**src/rtl/gpio_ports.sv**
```systemverilog
module gpio_ports #(
  parameter int DW     = 32,
  parameter int NWORDS = 23,
  parameter int IDX_W  = 5
) (
  input  logic             clk,
  input  logic             rst_n,
  input  logic             bus_en,
  input  logic             bus_we,
  input  logic [3:0]       bus_be,
  input  logic [IDX_W-1:0] bus_idx,
  input  logic [DW-1:0]    bus_wdata,
  output logic [DW-1:0]    bus_rdata,
  input  logic             nand_rdy,
  input  logic             sens_so,
  output logic             nand_ale,
  output logic             nand_cle,
  output logic             nand_ce,
  output logic             sens_sck,
  output logic             sens_si,
  output logic             sens_edge_up,
  output logic             sens_edge_dn
);
  localparam logic [IDX_W-1:0] A_OUT = IDX_W'(8'h00);
  localparam logic [IDX_W-1:0] A_IN  = IDX_W'(8'h01);
  localparam logic [IDX_W-1:0] A_OE  = IDX_W'(8'h02);
  localparam logic [IDX_W-1:0] D_OUT = IDX_W'(8'h10);
  localparam logic [IDX_W-1:0] D_IN  = IDX_W'(8'h11);
  localparam logic [IDX_W-1:0] D_OE  = IDX_W'(8'h12);
  localparam logic [IDX_W-1:0] LAST  = IDX_W'(NWORDS - 1);
  localparam int RDY_BIT = 7;
  localparam int SO_BIT  = 4;
  localparam int ALE_BIT = 6;
  localparam int CLE_BIT = 5;
  localparam int CE_BIT  = 4;
  localparam int SCK_BIT = 1;
  localparam int SI_BIT  = 0;

  logic [DW-1:0] mem [NWORDS];

  logic wr_ok, wr_d;
  assign wr_ok = bus_en && bus_we && (&bus_be) && (bus_idx <= LAST);
  assign wr_d  = wr_ok && (bus_idx == D_OUT);

  always_ff @(posedge clk) begin
    if (!rst_n) begin
      for (int i = 0; i < NWORDS; i++) mem[i] <= '0;
      sens_edge_up <= 1'b0;
      sens_edge_dn <= 1'b0;
    end else begin
      if (wr_ok) mem[bus_idx] <= bus_wdata;
      sens_edge_up <= wr_d && bus_wdata[SCK_BIT] && !mem[D_OUT][SCK_BIT];
      sens_edge_dn <= wr_d && !bus_wdata[SCK_BIT] && mem[D_OUT][SCK_BIT];
    end
  end

  always_comb begin
    if (bus_idx == A_IN)
      bus_rdata = (mem[A_OUT] & mem[A_OE]) | (DW'(nand_rdy) << RDY_BIT);
    else if (bus_idx == D_IN)
      bus_rdata = (mem[D_OUT] & mem[D_OE]) | (DW'(sens_so) << SO_BIT);
    else if (bus_idx <= LAST)
      bus_rdata = mem[bus_idx];
    else
      bus_rdata = '0;
  end

  assign nand_ale = mem[A_OUT][ALE_BIT];
  assign nand_cle = mem[A_OUT][CLE_BIT];
  assign nand_ce  = mem[A_OUT][CE_BIT];
  assign sens_sck = mem[D_OUT][SCK_BIT];
  assign sens_si  = mem[D_OUT][SI_BIT];

  a_r5_strobes_follow: assert property (@(posedge clk) disable iff (!rst_n)
    (wr_ok && bus_idx == A_OUT) |=>
      (nand_ale == $past(bus_wdata[ALE_BIT]) && nand_cle == $past(bus_wdata[CLE_BIT])
       && nand_ce == $past(bus_wdata[CE_BIT])));

  a_r7_edge_dir: assert property (@(posedge clk) disable iff (!rst_n)
    (wr_d && bus_wdata[SCK_BIT] != sens_sck) |=>
      (sens_edge_up == sens_sck && sens_edge_dn == !sens_sck));

  a_r7_no_spurious_edge: assert property (@(posedge clk) disable iff (!rst_n)
    !(wr_d && bus_wdata[SCK_BIT] != sens_sck) |=> !(sens_edge_up || sens_edge_dn));

  a_r7_exclusive: assert property (@(posedge clk) disable iff (!rst_n)
    $onehot0({sens_edge_up, sens_edge_dn}));

  a_r8_partial_ignored: assert property (@(posedge clk) disable iff (!rst_n)
    (bus_en && bus_we && !(&bus_be)) |=>
      ($stable(nand_ale) && $stable(nand_cle) && $stable(nand_ce) && $stable(sens_sck)
       && $stable(sens_si)));

  a_r9_unmapped_zero: assert property (@(posedge clk) disable iff (!rst_n)
    (bus_idx > LAST) |-> (bus_rdata == '0));
endmodule

```
**config.mk**
```make
export PLATFORM = sky130hd
export DESIGN_NAME = gpio_ports
export DESIGN_NICKNAME = d
export VERILOG_FILES = /design/src/rtl/gpio_ports.sv
export SDC_FILE = /design/constraint.sdc
export NUM_CORES = 1
export LEC_CHECK = 0
export CORE_UTILIZATION = 53
export CTS_CLUSTER_DIAMETER = 80
export CTS_CLUSTER_SIZE = 24
export DETAILED_ROUTE_END_ITERATION = 8
export PLACE_DENSITY = 0.77
export SETUP_SLACK_MARGIN = 0.1
export SYNTH_ARGS = -nofsm -noshare
export SYNTH_HDL_FRONTEND = slang
export SYNTH_SLANG_ARGS = --single-unit
```
**constraint.sdc**
```tcl
create_clock -name clk -period 6.7 [get_ports clk]
set_input_delay 2.01 -clock clk [delete_from_list [all_inputs] [get_ports clk]]
set_output_delay 2.01 -clock clk [all_outputs]
set_load 0.05 [all_outputs]
```
# After elaboration in Yosys (flattened, before gate mapping)
# Memory sizes are Yosys's and may differ from the RTL's.
# Cells that the tools add are included.
# W data, S select, Z words.
# op_classes
multipliers,0
bitwise,4
n_addsub,0
shifts,0
div_mod_pow,0
reduce_logical,12
n_eq_ne,3
order_cmp,1
n_mux,10
# op_table
operator,count
$mux W32,4
$and A32 B32 Y32,2
$or A32 B5 Y32,1
$or A32 B8 Y32,1
$reduce_or A32 Y1,1
$eq A5 B5 Y1 const B,2
$logic_and A1 B1 Y1,8
$eq A5 B1 Y1 const B,1
$le A5 B5 Y1 const B,1
$mux W1,5
$mux W5,1
$reduce_and A4 Y1,1
$logic_not A1 Y1,2
# totals
ram_bits,736
romBits,0
latch_bits,0
out_inout_bits,39
mem_count,1
register_bits,2
in_bits,47
word_cells,33
# mem_list
name,words,word_bits,rd,rd_clocked_by_memory_dff,write_ports,line,rtl
mem,23,32,5,0,23,39,logic [DW-1:0] mem [NWORDS];

# Logic depth before layout (Yosys ltp)
# depth
depth_word,8
ltp_mapped,8
depth_no_buf,5

# Least setup slack after synthesis
# No wires, ideal clock.
# synth_path
path_type,input port to output port
from,input bus_idx[1]
to,output bus_rdata[7]
t_arrival_ps,4307
stages,8
n_path_buf,3
path_slack_ps,383
required_ps,4690
cell_sequence,buf_4 -> buf_4 -> buf_4 -> mux2i_1 -> a22oi_1 -> nand2_1 -> a221o_1 -> o31ai_1
# synth_between
elab_chain_cells,4
elab_cells_between_ends,7
classes_between,1 x order compare; 2 x eq/ne; 3 x mux; 1 x memory
# synth_rtl
item,line,rtl
start: declaration,11,"input logic [IDX_W-1:0] bus_idx,"
$mem_v2 Z23 W32 or $le A5 B5 Y1 (tied branches),--,
$mux W32,62,else if (bus_idx <= LAST)
$mux W32,60,else if (bus_idx == D_IN)
$mux W32 (*),58,if (bus_idx == A_IN)
end: declaration,13,"output logic [DW-1:0] bus_rdata,"
# Every way passes the cells marked *; elsewhere a longest branch is shown, timed or not.

# Final worst setup path
# layout_path
from,input bus_idx[0]
to,output bus_rdata[24]
# The elaborated chain is that of the path after synthesis.

==> flow_metrics.tcl <==
set metrics [dict create \
    finalSetupViolCount 0 \
    std_cell_rows 106 \
    io_pins 86 \
    synth_top_family_by_area "multiplexers" \
    die_y_um 293 \
    antenna_found_initial 3 \
    grt_max_degree 56 \
    cts-root-buf "clkbuf_16" \
    timing.final.crit_share_pct 94.3 \
    dr.pass1.iters 8 \
    synth_xor_xnor_area_share_pct 0.0195 \
    synth_compound_area_share_pct 3.26 \
    outcome "finished, final reports clean" \
    synth_area_leaders "edfxtp_1 68%, mux4_2 13%, and2_1 10%" \
    cap_violations 0 \
    final_cell_mix "1,024 x edfxtp_1, 741 x and2_1, 288 x conb_1, 253 x mux4_2, 76 x nand2_1" \
    synth_top_area_cell "edfxtp_1" \
    cts_made_buffers 51 \
    cts.path.max_buffers 3 \
    reg2reg_depth 1 \
    io_buffers 85 \
    critPathLaunchType "input pin" \
    r2r-start "mem[16][1]" \
    gr-usage-all-layers_pct 25.4 \
    synthAdderAreaFrac_pct 0 \
    hold_end "sens_edge_up" \
    yosys_warnings 0 \
    wl_per_cell_um 26.2 \
    routabilityCongestion 0.873 \
    crit_path_end_kind "output port" \
    vias 24600 \
    start_util_pct 53.6 \
    p_leak_nw 17.6 \
    critPathKind "input pin to output port" \
    skew_ns 0.00112 \
    setup-tns-final_ns 0 \
    yosys-mux-area-fraction_pct 13.6 \
    drive_gt1_share_pct 16.8 \
    route.detailed.drc 0 \
    clkTransAtPathRegs_ns 0.10 \
    postCtsHoldBufs 0 \
    die_area_um2 85900 \
    dp_hpwl_mm 67.1 \
    slew_headroom_pct 13.0 \
    hold_viol_final 0 \
    crit_arrival_ns 4.31 \
    hold_path_depth 1 \
    regToRegSetupSlack_ns 5.92 \
    design_area_um2 50400 \
    cts_resized 0 \
    yosysSeqAreaShare_pct 68.5 \
    hold_path.class "flop to flop" \
    synth_cells 2682 \
    power_per_cell_area_nw_per_um2 244 \
    grt_pass1_wl_mm 159 \
    drt-total-wl_mm 108 \
    netlist_area_um2 44900 \
    peakVddDrop_v 0.000263 \
    synth_top_area_share_pct 68.5 \
    ys_async_sr_fraction_pct 0 \
    fmax_ghz 0.158 \
    avgSynthCellArea_um2 16.7 \
    nets 3014 \
    fp.dieW_um 293 \
    areaGrowthSynthToFinish_pct 12.1 \
    final_cell_count_no_fill 4120 \
    dpl_cell_area_um2 48900 \
    rsz0062_at_grt "false" \
    rr_endpoint "sens_edge_dn" \
    dp.cells 4048 \
    worstMarginPinSlew_ns 1.30 \
    synth_cell_type_count 46 \
    drt_iter0_markers 2887 \
    cts_tree "built" \
    ys_ff_latch 1026 \
    drv_slew 0 \
    hold_start "mem[16][1]" \
    postCtsSetupBuffers 0 \
    gr-total-overflow 0 \
    final_core_util_pct 60.1 \
    final_common_cell "edfxtp_1" \
    viasPerCell 5.98 \
    synth_edf_count 1024 \
    worstSkewPairLatency_ns 0.63 \
    cp_max_fo 39 \
    ys.flop_type "edfxtp_1" \
    min_period_ns 6.32 \
    cts_sinks 1026 \
    grt_pass1_vias 24900 \
    htree_levels 2 \
    ant_nets 0 \
    core_um2 83800 \
    synth-simple-area-share_pct 12.2 \
    holdWs_ns 0.550 \
    required_ns 4.69 \
]
synthesized netlist by cell type (3+ instances only):
cell type / n
a211oi_1: 30
a21o_1: 30
a22oi_1: 62
and2_1: 741
and4_1: 4
buf_2: 54
buf_4: 22
buf_6: 3
clkbuf_1: 152
clkbuf_2: 6
edfxtp_1: 1024
mux2i_1: 39
mux4_2: 253
nand2_1: 76
nand2b_1: 9
nand3_1: 33
nor2_1: 16
nor2_4: 4
nor2b_1: 7
nor3_1: 3
nor4_2: 3
o21ai_0: 18
o22ai_1: 61
registers in the layout, indices dropped and copies added (netlist names):
signal and cells:
sens_edge_dn 1, mem 1024, sens_edge_up 1
metal layers:
metal  share of wire, %  GRT usage, %  vias to the layer above
li1                   -             -                    10400
met1                 37          33.3                    12800
met2                 50          42.9                     1201
met3                9.4          4.67                      177
met4                3.1          7.93                        4
met5               0.16          1.47                        -
final cells by class:
class	instances	area, um^2
well taps	1134	1420
multi-input cells	1704	14400
clock buffers	61	1360
repair buffers	184	2250
diodes	2	5.00
fillers	6062	33400
flip-flops and latches	1026	30800
clock inverters	9	144
report_power, final:
part	internal [mW]	switching [mW]	total, mW
Sequential	7.43	0.110	7.54
Combinational	0.530	0.746	1.28
Clock	1.54	1.96	3.50
Total	9.50	2.81	12.3
logic make-up after synthesis:
| family | after synthesis |
|---|---|
| mux | 292 |
| simple gates | 911 |
| flops | 1026 |
| other cells | 1 |
| xor+xnor | 1 |
| buf+inv | 239 |
| compound gates | 212 |
critical path, stage by stage:
cell and delay (ns):
buf_8 0.42, buf_4 0.44, mux4_2 0.56, o22ai_1 0.22
a211oi_1 0.08, a21o_1 0.31, buf_12 0.20
per-stage QoR:
| stage | power, mW | setup slack, ns |
|---|---|---|
| 4_1_cts | 12.3 | 0.371 |
| 5_1_grt | 12.6 | 0.212 |
| 3_3_place_gp | 8.89 | 0.371 |
| 6_report | 12.3 | 0.383 |
| 3_5_place_dp | 8.95 | 0.379 |
| 2_1_floorplan | 8.39 | 0.383 |
worst max path at each step:
| stage | from | depth (start not counted) | end |
|---|---|---|---|
| floorplan | bus_idx[1] | 8 | bus_rdata[7] |
| global placement | bus_idx[0] | 7 | bus_rdata[23] |
| detailed placement | bus_idx[0] | 7 | bus_rdata[23] |
| CTS | bus_idx[0] | 7 | bus_rdata[23] |
| global route | bus_idx[0] | 7 | bus_rdata[5] |
| finish | bus_idx[0] | 7 | bus_rdata[24] |
Note: power is estimated with default switching activity, not from simulation.
